==> src/rtl/pmd_pkg.sv <==
package pmd_pkg;
  localparam int WORD_W = 32;

  localparam logic [1:0] PRIV_KERN = 2'b00;
  localparam logic [1:0] PRIV_SUPV = 2'b01;
  localparam logic [1:0] PRIV_USER = 2'b10;

  // status-word bit positions
  localparam int ST_EXL  = 1;
  localparam int ST_ERL  = 2;
  localparam int ST_KSU  = 3;
  localparam int ST_MX   = 24;
  localparam int ST_FR   = 26;
  localparam int ST_CU0  = 28;
  localparam int ST_CU1  = 29;
  // config / page-grain positions
  localparam int C5_RIXI = 6;
  localparam int C5_VEC  = 27;
  localparam int C3_LPA  = 7;
  localparam int PG_ELPA = 29;

  typedef struct packed {
    logic [1:0] priv;
    logic       cop0_ok;
    logic       fpu_ok;
    logic       fpr64;
    logic       dsp_on;
    logic       dsp2_on;
    logic       vec_on;
    logic       rixi_on;
    logic       xpa_on;
  } mode_flags_t;

  localparam int FLAG_W = $bits(mode_flags_t);

  localparam mode_flags_t FLAGS_RESET = '{
    priv: PRIV_KERN, cop0_ok: 1'b1, fpu_ok: 1'b0, fpr64: 1'b0,
    dsp_on: 1'b0, dsp2_on: 1'b0, vec_on: 1'b0, rixi_on: 1'b0, xpa_on: 1'b0
  };
endpackage

==> src/rtl/pmd_priv_resolve.sv <==
module pmd_priv_resolve
  import pmd_pkg::*;
#(
  parameter int W = WORD_W
) (
  input  logic [W-1:0] status_word,
  input  logic         dbg_mode,
  output logic [1:0]   eff_priv
);
  logic forced_kernel;

  always_comb begin
    forced_kernel = status_word[ST_EXL] | status_word[ST_ERL] | dbg_mode;
    eff_priv      = forced_kernel ? PRIV_KERN : status_word[ST_KSU +: 2];
  end
endmodule

==> src/rtl/pmd_feature_decode.sv <==
module pmd_feature_decode
  import pmd_pkg::*;
#(
  parameter int W = WORD_W
) (
  input  logic [1:0]   eff_priv,
  input  logic [W-1:0] status_word,
  input  logic [W-1:0] cfg5_word,
  input  logic [W-1:0] cfg3_word,
  input  logic [W-1:0] pgrain_word,
  input  logic         strap_pre_r6,
  input  logic         strap_dsp,
  input  logic         strap_dsp2,
  input  logic         strap_vec,
  output mode_flags_t  flags
);
  logic in_kernel;

  always_comb begin
    in_kernel     = (eff_priv == PRIV_KERN);
    flags.priv    = eff_priv;
    flags.cop0_ok = in_kernel | (status_word[ST_CU0] & strap_pre_r6);
    flags.fpu_ok  = status_word[ST_CU1];
    flags.fpr64   = status_word[ST_FR];
    flags.dsp_on  = status_word[ST_MX] & (strap_dsp | strap_dsp2);
    flags.dsp2_on = status_word[ST_MX] & strap_dsp2;
    flags.vec_on  = strap_vec & cfg5_word[C5_VEC];
    flags.rixi_on = ~in_kernel & cfg5_word[C5_RIXI];
    flags.xpa_on  = cfg3_word[C3_LPA] & pgrain_word[PG_ELPA];
  end
endmodule

==> src/rtl/pmd_flag_reg.sv <==
module pmd_flag_reg #(
  parameter int           W   = 8,
  parameter logic [W-1:0] RST = '0
) (
  input  logic         clk,
  input  logic         rst_n,
  input  logic [W-1:0] d,
  output logic [W-1:0] q
);
  always_ff @(posedge clk) begin
    if (!rst_n) q <= RST;
    else        q <= d;
  end
endmodule

==> src/rtl/priv_mode_decoder.sv <==
module priv_mode_decoder
  import pmd_pkg::*;
(
  input  logic              clk,
  input  logic              rst_n,
  input  logic [WORD_W-1:0] status_word,
  input  logic [WORD_W-1:0] cfg5_word,
  input  logic [WORD_W-1:0] cfg3_word,
  input  logic [WORD_W-1:0] pgrain_word,
  input  logic              dbg_mode,
  input  logic              strap_pre_r6,
  input  logic              strap_dsp,
  input  logic              strap_dsp2,
  input  logic              strap_vec,
  output logic [1:0]        priv_lvl,
  output logic              cop0_ok,
  output logic              fpu_ok,
  output logic              fpr64,
  output logic              dsp_on,
  output logic              dsp2_on,
  output logic              vec_on,
  output logic              rixi_on,
  output logic              xpa_on
);
  logic [1:0]  eff_priv;
  mode_flags_t next_flags;
  mode_flags_t cur_flags;

  pmd_priv_resolve #(.W(WORD_W)) u_priv (
    .status_word (status_word),
    .dbg_mode    (dbg_mode),
    .eff_priv    (eff_priv)
  );

  pmd_feature_decode #(.W(WORD_W)) u_feat (
    .eff_priv     (eff_priv),
    .status_word  (status_word),
    .cfg5_word    (cfg5_word),
    .cfg3_word    (cfg3_word),
    .pgrain_word  (pgrain_word),
    .strap_pre_r6 (strap_pre_r6),
    .strap_dsp    (strap_dsp),
    .strap_dsp2   (strap_dsp2),
    .strap_vec    (strap_vec),
    .flags        (next_flags)
  );

  pmd_flag_reg #(.W(FLAG_W), .RST(FLAGS_RESET)) u_reg (
    .clk   (clk),
    .rst_n (rst_n),
    .d     (next_flags),
    .q     (cur_flags)
  );

  assign priv_lvl = cur_flags.priv;
  assign cop0_ok  = cur_flags.cop0_ok;
  assign fpu_ok   = cur_flags.fpu_ok;
  assign fpr64    = cur_flags.fpr64;
  assign dsp_on   = cur_flags.dsp_on;
  assign dsp2_on  = cur_flags.dsp2_on;
  assign vec_on   = cur_flags.vec_on;
  assign rixi_on  = cur_flags.rixi_on;
  assign xpa_on   = cur_flags.xpa_on;

  // Exception, error level or debug at the previous edge forces kernel.
  p_forced_kernel_r3: assert property (@(posedge clk) disable iff (!rst_n)
    ($past(status_word[ST_EXL] | status_word[ST_ERL] | dbg_mode)) |-> (priv_lvl == PRIV_KERN));

  p_kernel_has_cop0_r4: assert property (@(posedge clk) disable iff (!rst_n)
    (priv_lvl == PRIV_KERN) |-> cop0_ok);

  p_fpu_source_r5: assert property (@(posedge clk) disable iff (!rst_n)
    fpu_ok |-> $past(status_word[ST_CU1]));

  p_rixi_nonkernel_r6: assert property (@(posedge clk) disable iff (!rst_n)
    rixi_on |-> (priv_lvl != PRIV_KERN));

  p_dsp2_implies_dsp_r7: assert property (@(posedge clk) disable iff (!rst_n)
    dsp2_on |-> dsp_on);

  p_vec_gate_r8: assert property (@(posedge clk) disable iff (!rst_n)
    vec_on |-> $past(strap_vec & cfg5_word[C5_VEC]));

  p_xpa_gate_r9: assert property (@(posedge clk) disable iff (!rst_n)
    xpa_on |-> $past(cfg3_word[C3_LPA] & pgrain_word[PG_ELPA]));
endmodule

==> config.mk <==
export PLATFORM = sky130hd
export DESIGN_NAME = priv_mode_decoder
export DESIGN_NICKNAME = d
export VERILOG_FILES = /design/src/rtl/pmd_pkg.sv /design/src/rtl/pmd_priv_resolve.sv /design/src/rtl/pmd_feature_decode.sv /design/src/rtl/pmd_flag_reg.sv /design/src/rtl/priv_mode_decoder.sv
export SDC_FILE = /design/constraint.sdc
export NUM_CORES = 1
export LEC_CHECK = 0
export ABC_AREA = 1
export BUFFER_PORTS_ARGS = -buffer_cell sky130_fd_sc_hd__buf_2
export CAP_MARGIN = 40
export CELL_PAD_IN_SITES_DETAIL_PLACEMENT = 1
export CELL_PAD_IN_SITES_GLOBAL_PLACEMENT = 2
export CORE_MARGIN = 5
export CORE_UTILIZATION = 10
export CTS_CLUSTER_DIAMETER = 100
export DETAILED_ROUTE_END_ITERATION = 10
export PLACE_DENSITY_LB_ADDON = 0.1
export SLEW_MARGIN = 40
export SYNTH_ARGS = -nofsm -noshare
export SYNTH_HDL_FRONTEND = slang
export SYNTH_SLANG_ARGS = --single-unit
==> constraint.sdc <==
create_clock -name clk -period 1.8 [get_ports clk]
set_clock_uncertainty 0.2 [all_clocks]
set_input_delay 0.36 -clock clk [delete_from_list [all_inputs] [get_ports clk]]
set_output_delay 0.36 -clock clk [all_outputs]
set_load 0.005 [all_outputs]
# [After elaboration in Yosys (flattened, before gate mapping)]
# Index checks and enable logic that the tools add are counted.
[totals] out_inout_bits=10 elab_cells=14 input_bits=135 ff_bits=10
[classes] bitwise=11 reduce_logical=1 n_mux=1
[ops] operator="AND 1 bit" n=6
[ops] operator="bitwise OR 1 bit" n=4
[ops] operator="zero test 2 bit" n=1
[ops] operator="two-way mux 2 bit" n=1
[ops] operator="inverter 1 bit" n=1

# [Longest topological paths before layout]
# Gate-level depths: netlist (run 1).
[logic_depth] ltp_word=6 depth_mapped=4 ltp_nobuf=4

# [By module]
# Synthesis (run 1) repeated with hierarchy kept, for this count alone.
[unflattened] hier_cells=55 area_unflattened_um2=392.9
[by_module_without_submodules] mod="pmd_flag_reg" cells_each=31 area_each_um2=286.5 n_inst=1 seq_area_each_um2=200.2
[by_module_without_submodules] mod="pmd_feature_decode" cells_each=17 area_each_um2=80.1 n_inst=1 seq_area_each_um2=0.0
[by_module_without_submodules] mod="pmd_priv_resolve" cells_each=7 area_each_um2=26.3 n_inst=1 seq_area_each_um2=0.0

# [Least setup slack after synthesis (run 1)]
# OpenSTA, ideal clock, no wires.
[synth_timing] kind="input to register" start="in status_word[2]" end="reg u_reg.q[7]" n_path_buf=0 required_ps=1487 cell_stages=4 setup_ps=113 setup_slack_ps=822 arrival_ps=665 cell_sequence="nor2_2 > nand3_1 > nand2_1 > nand2_1"
[synth_via] elab_chain_cells=5
[synth_lines] element="start, declared" line="priv_mode_decoder.sv:6" rtl="input logic [WORD_W-1:0] status_word,"
[synth_lines] element="bitwise OR 1 bit (2 in a row)" line="pmd_priv_resolve.sv:13" rtl="forced_kernel = status_word[ST_EXL] | status_word[ST_ERL] | dbg_mode;"
[synth_lines] element="two-way mux 2 bit" line="pmd_priv_resolve.sv:14" rtl="eff_priv = forced_kernel ? PRIV_KERN : status_word[ST_KSU +: 2];"
[synth_lines] element="zero test 2 bit" line="pmd_feature_decode.sv:20" rtl="in_kernel = (eff_priv == PRIV_KERN);"
[synth_lines] element="bitwise OR 1 bit" line="pmd_feature_decode.sv:22" rtl="flags.cop0_ok = in_kernel | (status_word[ST_CU0] & strap_pre_r6);"
[synth_lines] element="end signal, assigned" line="pmd_flag_reg.sv:11" rtl="if (!rst_n) q <= RST;"
[synth_lines] element="end signal, assigned" line="pmd_flag_reg.sv:12" rtl="else q <= d;"
[synth_lines] element="end, declared" line="pmd_flag_reg.sv:8" rtl="output logic [W-1:0] q"
# Every way passes these cells.
# A chain may end at the register's enable or synchronous reset.

# [Final worst setup path (run 1)]
[layout_timing] start="reg u_reg.q[1]" end="out rixi_on"
[layout_rtl] element="end, declared" line="priv_mode_decoder.sv:22" rtl="output logic rixi_on,"
# No word-level cell between the ends.

==> results.json, run 1 <==
{
  "largest_reg_flops": 10,
  "routed_wl_um": 1054,
  "synthCells": 36,
  "tightest_slew_ps": 187.2,
  "diodes": 0,
  "post_cts_buffers": 0,
  "viasPerCell": 2.920,
  "p_total_w": 0.0004844,
  "num_rows": 20,
  "grt_pass1_wl_um": 1649,
  "grt-ovfl-total": 0,
  "p_sw_frac": 0.2227,
  "initialDrtViolationCount": 7,
  "pwr-share-clk": 0.426,
  "hold_end": "u_reg.q[6]$_SDFF_PN0_",
  "synth-seq-cells": 10,
  "synth_top_family_by_area": "simple AND/OR/NAND/NOR gates",
  "avgSynthCellArea_um2": 8.828,
  "arrival_ps": 690,
  "post_synth_and_or_nand_nor_area_fraction": 0.2598,
  "synth_compound_area_frac": 0.05118,
  "slew_headroom": 0.8746,
  "irDropWorstVdd_uv": 113.1,
  "fmax_ghz": 0.7996,
  "clk_path_buf_depth": 2,
  "fin_crit_ps": 1251,
  "seq_area_frac_synth": 0.6299,
  "tns_ps": 0,
  "powerDensity_nw_per_um2": 881.8,
  "synth_top_area_share": 0.6299,
  "drc": 0,
  "status": "completed",
  "cts_made_buffers": 3,
  "routedWlPerCell_um": 9.411,
  "combPwrFrac": 0.099,
  "drtPass1Iterations": 2,
  "port_buffers": 28,
  "area_growth_pct": 72.83,
  "first_global_vias": 350,
  "cp-end-kind": "output port",
  "cts.htree.levels": 1,
  "path_max_fanout": 1,
  "finalWorstSetupSlack_ps": 549.4,
  "num_vias": 327,
  "die_w_um": 66.38,
  "rsz0062_at_grt": "false",
  "drive_gt1_frac": 0.5294,
  "p_int_w": 0.0003765,
  "dpl.hpwl_um": 911.8,
  "place_congestion": 0.6092,
  "min_path_cells": 3,
  "synth_xor_area_frac": 0,
  "crit_slowest_cell": "dfxtp_1",
  "p_leak_nw": 0.2950,
  "final_hold_viol_count": 0,
  "hold_buffers": 0,
  "fp.dieH_um": 66.38,
  "clkTransAtPathRegs_ps": 70,
  "ios": 145,
  "setup_viol": 0,
  "dieArea_um2": 4406,
  "crit_path_start_kind": "flop",
  "synth_cell_type_count": 10,
  "crit_family": "flip-flops",
  "synth.cell_area_um2": 317.8,
  "largest_register": "u_reg.q",
  "cp.depth": 1,
  "synth_mux_area_frac": 0,
  "synth.net_count": 171,
  "yosysWarnings": 0,
  "p_switching_w": 0.0001079,
  "path_buf_inv": 1,
  "slew_violations": 0,
  "cp-startpoint": "u_reg.q[1]$_SDFF_PN0_",
  "crit_chain": "buf_2",
  "top_regs": "u_reg.q x10",
  "grtUsageTotal": 0.05437,
  "worst-setup-path-type": "reg2out",
  "cts_resized": 0,
  "post-place-ws_ps": 636.7,
  "grt_max_degree": 7,
  "crit_required_ps": 1240,
  "hp-start": "status_word[29]",
  "clock-sinks": 10,
  "ant_nets": 0,
  "hold_path.class": "in2reg",
  "cts-root-buf": "clkbuf_4",
  "finalCritPeriodShare": 0.6948,
  "synth_area_leaders": "dfxtp_1 63%, nand2_1 9.4%, nor2_1 8.3%",
  "num-nets-final": 204,
  "start_util": 0.1041,
  "p_seq_frac": 0.475,
  "yosys.area.top_type": "dfxtp_1",
  "coreArea_um2": 3053,
  "final_util": 0.1799,
  "max_stage_delay_ps": 320,
  "synth_adder_area_share": 0,
  "antenna_found_initial": 0,
  "cap_violations": 0,
  "cts_tree": "built"
}
cell families (layout without fill, tap and decap cells):
kind of cell	Yosys count	in the layout
DFF	10	10
AOI/OAI and AO/OA	2	2
buffers and inverters	5	37
and+or+nand+nor	19	19
area by class of cell:
type	instances	area, µm²
clock buffers	4	36.28
fillers	398	2504
well taps	44	55.05
repair buffers	28	140.1
flip-flops and latches	10	200.2
multi-input cells	21	98.84
inverters	5	18.77
layout by cell type, fill, tap and decap left out:
master    synthesis  routed
nand2_1           8       8
nor2_2            1       1
buf_2             0      28
inv_2             1       1
nor2_1            7       7
a21oi_2           1       1
nand3_1           2       2
clkbuf_4          0       3
dfxtp_1          10      10
clkbuf_8          0       1
inv_1             4       4
o211ai_1          1       1
nor3_2            1       1
power groups by stage:
stage                     logic (W)  clock network, W  registers [W]
final                     0.0000480          0.000206       0.000230
after global routing      0.0000558          0.000232       0.000231
after CTS                 0.0000498          0.000220       0.000230
after detailed placement  0.0000496                 0       0.000236
after global placement    0.0000492                 0       0.000236
after floorplan           0.0000141                 0       0.000237
synth_stat cells, drive strengths merged:
cell	n
dfxtp	10
nand2	8
nor2	8
inv	5
nand3	2
a21oi	1
nor3	1
o211ai	1
how the worst max path moves through the flow:
| stage | end | slack (ps) |
|---|---|---|
| 6_report | rixi_on | 550 |
| 5_1_grt | vec_on | 500 |
| 4_1_cts | rixi_on | 520 |
| 3_5_place_dp | u_reg.q[7]$_SDFF_PN1_ | 640 |
| 3_3_place_gp | u_reg.q[7]$_SDFF_PN1_ | 640 |
| 2_1_floorplan | u_reg.q[7]$_SDFF_PN1_ | 820 |
per-stage QoR:
stage          instances  cell area (µm²)  hold WS [ps]
5_1_grt              112            549.3         76.05
6_report             112            549.3         82.72
2_1_floorplan         36            317.8         253.5
3_3_place_gp         108            513.0         363.7
4_1_cts              112            549.3         73.58
3_5_place_dp         108            513.0         357.9
routing by layer:
layer  share of wire  global-route usage  vias up
met4           0.028             0.06091        0
li1                -                   -      173
met1            0.45             0.06566      135
met3           0.098             0.02381        2
met5               0                   0        -
met2            0.42             0.06444       17
(Power assumes the default switching activity.)
==> inputs of run 2 (changes only) <==
--- a/config.mk
+++ b/config.mk
@@ -5,7 +5,7 @@
 export SDC_FILE = /design/constraint.sdc
 export NUM_CORES = 1
 export LEC_CHECK = 0
-export ABC_AREA = 1
+export ABC_AREA = 0
 export BUFFER_PORTS_ARGS = -buffer_cell sky130_fd_sc_hd__buf_2
 export CAP_MARGIN = 40
 export CELL_PAD_IN_SITES_DETAIL_PLACEMENT = 1
==> constraint.sdc (replaced) <==
create_clock -name clk -period 1.2 [get_ports clk]
set_clock_uncertainty 0.2 [all_clocks]
set_input_delay 0.24 -clock clk [delete_from_list [all_inputs] [get_ports clk]]
set_output_delay 0.24 -clock clk [all_outputs]
set_load 0.005 [all_outputs]
==> run 2 against run 1 <==
  * Flip-flop and latch count unchanged
  * Die area down 2.7%
  * Combinational power grew 80%
  * Non-clock buffer count increased by 9
  * Sequential power grew 50%
  * Power increased by 52%
  * Cell area rose by 12%
  * First-iteration DRC count up 14%
  * Synthesized cell count down 39%
  * Global-route usage rose by 0.10 points
  * Setup slack worse by 500 ps
  * Critical endpoint is now u_reg.q[1]$_SDFF_PN0_
  * Routed wire length down 1.4%
==> results.json, run 2 <==
{
  "mostFrequentLayoutCell": "buf_2",
  "tns_ps": 0,
  "wl_met1_um": 418,
  "area_growth_pct": 99.19,
  "routedWlPerCell_um": 10.82,
  "port_buffers": 28,
  "synthCells": 22,
  "drive_gt1_frac": 0.6508,
  "finalWorstSetupSlack_ps": 45.79,
  "cts-root-buf": "clkbuf_4",
  "grt-ovfl-total": 0,
  "yosys.area.top_type": "dfxtp_1",
  "finalCritPeriodShare": 0.9618,
  "drtPass1Iterations": 2,
  "grt_max_degree": 7,
  "setup_viol": 0,
  "async_reset_ff_frac": 0,
  "cts_made_buffers": 3,
  "slew_headroom": 0.8209,
  "hold_path.class": "in2reg",
  "worst-setup-path-type": "in2reg",
  "place_congestion": 0.5961,
  "cts_tree": "built",
  "first_global_vias": 331,
  "num_vias": 316,
  "ios": 145,
  "slew_violations": 0,
  "clock-sinks": 10,
  "final_hold_viol_count": 0,
  "antenna_found_initial": 0,
  "top_regs": "u_reg.q x10",
  "dpl.hpwl_um": 891.8,
  "drc": 0,
  "status": "completed",
  "cp-end-kind": "flop",
  "crit_path_start_kind": "input port",
  "fmax_ghz": 0.8664,
  "path_max_fanout": 3,
  "initialDrtViolationCount": 8,
  "powerDensity_nw_per_um2": 1202,
  "die_w_um": 65.48,
  "synth_area_leaders": "dfxtp_1 65%, and2_2 9.8%, nor4b_4 7.7%",
  "cap_violations": 0,
  "placed_area_um2": 496.7,
  "avgSynthCellArea_um2": 13.99,
  "viasPerCell": 3.292,
  "layout_common_cells": "28 x buf_2, 10 x dfxtp_1, 8 x dlygate4sd3_1, 4 x and2_2",
  "cts.htree.levels": 1,
  "diodes": 0,
  "p_leak_nw": 0.3232,
  "grtUsageTotal": 0.05542,
  "seq_area_frac_synth": 0.6504,
  "fin_crit_ps": 1154,
  "largest_register": "u_reg.q",
  "irDropWorstVdd_uv": 370.3,
  "coreArea_um2": 3003,
  "dieArea_um2": 4288,
  "yosysWarnings": 0,
  "tightest_slew_ps": 267.5,
  "wl_met2_um": 384,
  "routed_wl_um": 1039,
  "fin_area_um2": 613.1,
  "num-nets-final": 199,
  "fp.dieH_um": 65.48,
  "synth_cell_type_count": 7,
  "dr_wl_met3_um": 224,
  "cp-startpoint": "status_word[4]",
  "synth.cell_area_um2": 307.8,
  "synth_edf_count": 0,
  "hp-start": "status_word[24]",
  "rsz0062_at_grt": "false",
  "synth-seq-cells": 10,
  "grt_pass1_wl_um": 1628,
  "clk_path_buf_depth": 2,
  "top_layer_used": "met4",
  "synth.net_count": 157,
  "yosysMostFrequentCell": "dfxtp_1",
  "num_rows": 20,
  "crit_required_ps": 1160,
  "ys.flop_type": "dfxtp_1",
  "synth_top_area_share": 0.6504,
  "ant_nets": 0,
  "largest_reg_flops": 10,
  "clkTransAtPathRegs_ps": 70,
  "final_util": 0.2042,
  "arrival_ps": 1110,
  "post-place-ws_ps": 27.73,
  "synth_common_cells": "10 x dfxtp_1, 4 x and2_2, 3 x and3_2",
  "start_util": 0.1025
}
==> run 2: changes by cell type after synthesis <==
cell,change
o211a_1,+2
nor4b_4,+1
nor2_2,-1
nand3_1,-2
inv_1,-4
and3_2,+3
nor2_1,-7
and2_2,+4
nor3_2,-1
inv_2,-1
nand2_1,-7
a21oi_2,-1
==> run 2: per-stage QoR <==
| step | power [W] | hold WS [ps] | instances |
|---|---|---|---|
| after floorplan | 0.0003690 | 155.9 | 22 |
| after global routing | 0.0007824 | 0.2848 | 96 |
| after detailed placement | 0.0004215 | 269.7 | 84 |
| after CTS | 0.0007597 | 3.467 | 96 |
| final | 0.0007370 | 14.87 | 96 |
| after global placement | 0.0004225 | 262.0 | 84 |
==> run 2: final timing paths <==
kind              slack [ps]               endpoint  cells past startpoint
setup / recovery          50  u_reg.q[1]$_SDFF_PN0_                      3
hold / removal            10  u_reg.q[4]$_SDFF_PN0_                      2
==> run 2: worst max-delay path: stages <==
cell and delay [ps]:
dlygate4sd3_1 530, buf_2 130, o211a_1 210
==> run 2: per-layer routing <==
metal	track usage	vias up
met3	0.06838	2
met2	0.06827	26
met1	0.05400	130
met4	0.02332	0
met5	0	-
li1	-	158
==> run 2: logic make-up after synthesis <==
kind of cell	share of synthesized area
AO/OA/AOI/OAI	0.08944
flip-flops	0.6504
AND/OR/NAND/NOR	0.2601
==> run 2: final cells by class <==
| cell class | instances | area, µm² |
|---|---|---|
| well taps | 33 | 41.29 |
| fillers | 354 | 2390 |
| flip-flops and latches | 10 | 200.2 |
| clock buffers | 4 | 36.28 |
| repair buffers | 37 | 227.7 |
| multi-input cells | 12 | 107.6 |
==> run 2: repair_timing <==
| action | in CTS | in global routing |
|---|---|---|
| endpoints found under the hold margin | 5 | 0 |
| buffers inserted | 0 | 0 |
| endpoints found under the setup margin | 0 | 0 |
| gates resized for setup | 0 | 0 |
| hold buffers | 8 | 0 |
==> run 2: where the power goes <==
group          switching, W  internal (W)  total [W]
clock              0.000121      0.000184   0.000305
combinational     0.0000287     0.0000576  0.0000864
sequential       0.00000234      0.000343   0.000346
